File: src/rtl/gain_pwm_pkg.sv
package gain_pwm_pkg;
    typedef enum int {
        CH_TUNER = 0,
        CH_IF    = 1
    } gain_ch_e;

    localparam int NUM_CH = 2;
endpackage

File: src/rtl/sample_group_tick.sv
module sample_group_tick #(
    parameter int SAMP_W = 9
) (
    input  logic clk,
    input  logic rst_n,
    input  logic stb,
    output logic tick
);
    typedef struct packed {
        logic [SAMP_W-1:0] cnt;
    } grp_state_t;

    grp_state_t st_q, st_d;

    always_comb begin
        st_d = st_q;
        tick = stb && (st_q.cnt == '1);
        if (stb) st_d.cnt = st_q.cnt + 1'b1;
    end

    always_ff @(posedge clk or negedge rst_n) begin
        if (!rst_n) st_q <= '0;
        else        st_q <= st_d;
    end


    cnt_hold_chk: assert property (@(posedge clk) disable iff (!rst_n)
        !stb |=> $stable(st_q.cnt));
endmodule

File: src/rtl/pwm_timebase.sv
module pwm_timebase #(
    parameter int DUTY_W  = 8,
    parameter int PRE_DIV = 1
) (
    input  logic              clk,
    input  logic              rst_n,
    output logic              wrap,
    output logic [DUTY_W-1:0] phase_nxt
);
    localparam int PRE_W = (PRE_DIV > 1) ? $clog2(PRE_DIV) : 1;
    localparam logic [PRE_W-1:0] PRE_LAST = PRE_W'(PRE_DIV - 1);

    typedef struct packed {
        logic [PRE_W-1:0]  pre;
        logic [DUTY_W-1:0] phase;
    } tb_state_t;

    tb_state_t st_q, st_d;
    logic      step;

    always_comb begin
        st_d = st_q;
        step = (st_q.pre == PRE_LAST);
        wrap = step && (st_q.phase == '1);
        if (step) begin
            st_d.pre   = '0;
            st_d.phase = st_q.phase + 1'b1;
        end else begin
            st_d.pre   = st_q.pre + 1'b1;
        end
        phase_nxt = st_d.phase;
    end

    always_ff @(posedge clk or negedge rst_n) begin
        if (!rst_n) st_q <= '0;
        else        st_q <= st_d;
    end


    phase_step_chk: assert property (@(posedge clk) disable iff (!rst_n)
        !step |=> $stable(st_q.phase));
endmodule

File: src/rtl/pwm_gain_channel.sv
module pwm_gain_channel #(
    parameter int DUTY_W = 8
) (
    input  logic              clk,
    input  logic              rst_n,
    input  logic              cap,
    input  logic [DUTY_W-1:0] cap_val,
    input  logic              wrap,
    input  logic              use_fixed,
    input  logic [DUTY_W-1:0] fixed_duty,
    input  logic [DUTY_W-1:0] phase_nxt,
    output logic              pull_low
);
    localparam logic [DUTY_W-1:0] MID = DUTY_W'(1) << (DUTY_W - 1);

    typedef struct packed {
        logic [DUTY_W-1:0] pend;
        logic [DUTY_W-1:0] act;
        logic              pull;
    } ch_state_t;

    ch_state_t st_q, st_d;
    logic [DUTY_W-1:0] phase_q;

    always_comb begin
        st_d = st_q;
        if (wrap) st_d.act = use_fixed ? fixed_duty : st_q.pend;
        if (cap)  st_d.pend = cap_val;
        st_d.pull = !((st_d.act == '1) || (phase_nxt < st_d.act));
    end

    always_ff @(posedge clk or negedge rst_n) begin
        if (!rst_n) begin
            st_q.pend <= MID;
            st_q.act  <= MID;
            st_q.pull <= 1'b0;
            phase_q   <= '0;
        end else begin
            st_q    <= st_d;
            phase_q <= phase_nxt;
        end
    end

    assign pull_low = st_q.pull;


    act_boundary_chk: assert property (@(posedge clk) disable iff (!rst_n)
        !wrap |=> $stable(st_q.act));

    pend_capture_chk: assert property (@(posedge clk) disable iff (!rst_n)
        !cap |=> $stable(st_q.pend));

    zero_low_chk: assert property (@(posedge clk) disable iff (!rst_n)
        (st_q.act == '0) |-> pull_low);

    full_release_chk: assert property (@(posedge clk) disable iff (!rst_n)
        (st_q.act == '1) |-> !pull_low);

    edge_low_chk: assert property (@(posedge clk) disable iff (!rst_n)
        (phase_q >= st_q.act) && (st_q.act != '1) |-> pull_low);
endmodule

File: src/rtl/dual_pwm_gain_out.sv
module dual_pwm_gain_out #(
    parameter int DUTY_W  = 8,
    parameter int PRE_DIV = 1,
    parameter int SAMP_W  = 9
) (
    input  logic              clk,
    input  logic              rst_n,
    input  logic              samp_stb,
    input  logic [DUTY_W-1:0] gain_tuner,
    input  logic [DUTY_W-1:0] gain_if,
    input  logic              if_fixed_sel,
    input  logic [DUTY_W-1:0] if_fixed_duty,
    output logic              tuner_pull_low,
    output logic              if_pull_low
);
    import gain_pwm_pkg::*;

    logic              tick;
    logic              wrap;
    logic [DUTY_W-1:0] phase_nxt;
    logic [DUTY_W-1:0] ch_gain  [NUM_CH];
    logic              ch_fixed [NUM_CH];
    logic              ch_pull  [NUM_CH];

    sample_group_tick #(.SAMP_W(SAMP_W)) u_tick (
        .clk(clk), .rst_n(rst_n), .stb(samp_stb), .tick(tick)
    );

    pwm_timebase #(.DUTY_W(DUTY_W), .PRE_DIV(PRE_DIV)) u_tb (
        .clk(clk), .rst_n(rst_n), .wrap(wrap), .phase_nxt(phase_nxt)
    );

    always_comb begin
        ch_gain[CH_TUNER]  = gain_tuner;
        ch_gain[CH_IF]     = gain_if;
        ch_fixed[CH_TUNER] = 1'b0;
        ch_fixed[CH_IF]    = if_fixed_sel;
    end

    for (genvar c = 0; c < NUM_CH; c++) begin : g_ch
        pwm_gain_channel #(.DUTY_W(DUTY_W)) u_ch (
            .clk(clk), .rst_n(rst_n),
            .cap(tick), .cap_val(ch_gain[c]),
            .wrap(wrap), .use_fixed(ch_fixed[c]),
            .fixed_duty(if_fixed_duty), .phase_nxt(phase_nxt),
            .pull_low(ch_pull[c])
        );
    end

    assign tuner_pull_low = ch_pull[CH_TUNER];
    assign if_pull_low    = ch_pull[CH_IF];


    tick_needs_stb_chk: assert property (@(posedge clk) disable iff (!rst_n)
        tick |-> samp_stb);
endmodule

File: config.mk
export PLATFORM = sky130hd
export DESIGN_NAME = dual_pwm_gain_out
export DESIGN_NICKNAME = d
export VERILOG_FILES = /design/src/rtl/gain_pwm_pkg.sv /design/src/rtl/sample_group_tick.sv /design/src/rtl/pwm_timebase.sv /design/src/rtl/pwm_gain_channel.sv /design/src/rtl/dual_pwm_gain_out.sv
export SDC_FILE = /design/constraint.sdc
export NUM_CORES = 1
export LEC_CHECK = 0
export ABC_AREA = 1
export CORE_ASPECT_RATIO = 0.7
export CORE_UTILIZATION = 37
export CTS_CLUSTER_SIZE = 14
export DETAILED_ROUTE_END_ITERATION = 12
export GPL_TIMING_DRIVEN = 0
export SYNTH_ARGS = -nofsm -noshare
export SYNTH_HDL_FRONTEND = slang
export SYNTH_SLANG_ARGS = --single-unit
File: constraint.sdc
create_clock -name clk -period 2.6 [get_ports clk]
set_input_delay 0.39 -clock clk [delete_from_list [all_inputs] [get_ports clk]]
set_output_delay 0.39 -clock clk [all_outputs]
set_load 0.03 [all_outputs]
==> impl_metrics.yaml <==
outcome:
  status: "finished clean"
clocking:
  cts_root_buf: "clkbuf_8"
  cts_buffers: 5
  ctsHoldBuffers: 0
  clock_sinks: 51
  insertion_delay_ns: 0.30
  cts_tree: "yes"
  htreeDepth: 2
  cts.clk_slew.worst_paths_ns: 0.09
  cts_buffer_depth: 2
setup_path:
  crit_slowest_cell: "dfrtp_2"
  crit_fanout: 10
  cp-start-kind: "register"
  required_ns: 2.79
  path_cells: "ha_1 > nand2_1 > nor2_4 > nand2_4 > buf_6 > o21ai_1 > inv_1 > ha_1 > nand2_1 > nor2_1 > a211oi_1 > a21oi_1"
  arrival_ns: 2.56
  slowest_delay_ns: 0.42
  path_class: "reg -> reg"
  endpoint_kind: "register"
  ff2ff_path_depth: 12
logic_synthesis:
  syn_area_um2: 2590
  synthTopCellsByArea: "dfrtp_1, nand2_1, ha_1, inv_1, dfstp_2"
  synth-edff-count: 0
  yosysSeqAreaShare_pct: 49.5
  syn_area_per_cell_um2: 8.81
  synth_adder_area_share_pct: 6.77
  syn-num-nets: 336
  async_flop_share_pct: 100
  synth_flop_cell: "dfrtp_1"
  yosysTopAreaCell: "dfrtp_1"
  synth-simple-area-share_pct: 20.6
  yosysUniqueCellTypes: 32
  synth-seq-cells: 51
  syn_inst: 294
  synth.area.mux_share_pct: 3.04
  synth_compound_area_share_pct: 7.01
  synth_top_family_by_area: "simple AND/OR/NAND/NOR gates"
  yosysTopAreaCellShare_pct: 45.4
  synthXorXnorAreaFrac_pct: 4.40
  yosys_warnings: 0
sta:
  fin_crit_ns: 2.37
  postLayoutSetupSlackWorst_ns: 0.226
  setup_viol: 0
  finalCritPeriodShare_pct: 91.3
  totalNegativeSetupSlack_ns: 0
  fmax_mhz: 421
  maxSlewHeadroom_pct: 66.2
  hold_ws_ns: 0.0399
  finClkSkew_ns: 0.00717
  rsz0062_at_grt: "no"
  worst_pin_slew_ns: 0.507
  finalHoldViolCount: 0
  drv_slew: 0
cells_and_area:
  final_common_cell: "nand2_1"
  drive_above_1_share_pct: 11.4
  diodes: 0
  design_area_um2: 3110
  areaGrowthSynthToFinish_pct: 20.0
  finalNonFillerCells: 426
  final_nets: 373
  final_cell_mix: "nand2_1, inv_1, dfrtp_1"
floorplan:
  io_pins: 30
  dieArea_um2: 7340
  core_um2: 6760
  rows: 25
  dieWidth_um: 102
  start_util_pct: 38.3
  die_y_um: 72.0
detailed_routing:
  drt_iter0_drc: 39
  wire_per_inst_um: 12.1
  routed_wirelength_um: 5150
  drt-vias-per-instance: 4.47
  drc: 0
  ant_nets: 0
  firstDrtPassIters: 5
  num_vias: 1906
power:
  p_sw_w: 0.000405
  pwr-share-clk_pct: 29.5
  power.leakage_nw: 1.62
  internal-power_w: 0.00114
  cellPowerDensity_nw_per_um2: 496
  p_sw_share_pct: 26.3
  ir_drop_mv: 0.214
  comb_power_share_pct: 12.0
  seqPwrFrac_pct: 58.5
job:
  max-cap-violations: 0
grt:
  grt_max_degree: 31
  grt_antenna_before_repair: 0
  grt_use_total_pct: 16.4
  grt_pass1_wl_um: 9150
  grt_pass1_vias: 1927
  grt-ovfl-total: 0
placement:
  place_congestion: 0.790
  place_ws_ns: 0.0349
  dpl_cell_area_um2: 2990
  dp_cells: 416
  io_buffers: 27
  dp_hpwl_um: 4010
worst_hold_path:
  min_path_type: "in -> async"
[per-layer routing]
| layer | share of wire, % | track usage [%] | vias to the layer above |
|---|---|---|---|
| met3 | 2.4 | 3.28 | 5 |
| met2 | 44 | 25.3 | 16 |
| li1 | - | - | 994 |
| met4 | 0.95 | 4.76 | 0 |
| met5 | 0 | 0 | - |
| met1 | 53 | 23.6 | 891 |
[state kept, by name, summed over array words and instances, names as in the netlist]
signal              flops
g_ch.u_ch.st_q         32
u_tick.st_q             9
u_tb.st_q               8
g_ch.u_ch.pull_low      2
[cells in the mapped netlist (3+ instances only)]
cell,n
nor2_1,23
mux2_2,7
clkbuf_1,3
a21oi_1,15
nor3_1,3
o21ai_0,4
nand3_1,18
dfstp_2,4
nand4_1,3
o21ai_1,5
dfrtp_1,47
inv_1,46
xor2_1,11
ha_1,14
nand2_1,69
[power groups by stage]
| stage | Combinational (W) | Clock [W] | Sequential, W |
|---|---|---|---|
| 2_1_floorplan | 0.000113 | 0 | 0.000909 |
| 3_3_place_gp | 0.000182 | 0 | 0.000917 |
| 3_5_place_dp | 0.000187 | 0 | 0.000918 |
| 4_1_cts | 0.000189 | 0.000474 | 0.000902 |
| 5_1_grt | 0.000217 | 0.000501 | 0.000910 |
| 6_report | 0.000185 | 0.000455 | 0.000901 |
[timing repair]
item                                    in CTS  in global routing
buffers inserted                             0                  2
endpoints found under the setup margin       0                  2
resized for setup                            0                  3
[metrics by stage]
step                total power (W)  util (%)
floorplan                   0.00102         -
global placement            0.00110      44.1
detailed placement          0.00110      44.3
CTS                         0.00157      45.6
global route                0.00163      46.0
finish                      0.00154      46.0
[cell families after synthesis]
logic type	Yosys count
and+or+nand+nor	124
buffers and inverters	54
DFF	51
AOI/OAI and AO/OA	31
adders and majority gates	14
xor gates and xnor gates	13
muxes	7
[worst max-delay path: cells and delay by family, from the launching register on]
kind                       cells  cell delay (ns)
DFF                            1             0.42
buffers and inverters          2             0.27
AOI/OAI and AO/OA              3             0.52
adders and majority gates      2             0.48
and+or+nand+nor                5             0.58
[path summary, 6_finish.rpt]
check,end,slack (ns),startpoint
max,g_ch[1].u_ch.pull_low,0.23,u_tb.st_q[0]
min,g_ch[1].u_ch.st_q[10],0.04,rst_n
max reg2reg,g_ch[1].u_ch.pull_low,0.23,u_tb.st_q[0]
min reg2reg,g_ch[0].u_ch.st_q[5],0.48,g_ch[0].u_ch.st_q[5]
max in group asynchronous,g_ch[0].u_ch.st_q[8],1.95,rst_n
min in group clk,u_tick.st_q[1],0.43,samp_stb
[layout make-up]
cell class              instances  area (um2)
fillers                       671        3650
flip-flops and latches         51        1280
multi-input cells             189        1090
repair buffers                 30         300
inverters                      48         180
well taps                      94         118
clock buffers                   5        68.8
plain buffers                   6        43.8
clock inverters                 3        20.0
Note: power is estimated with default switching activity, not from simulation.
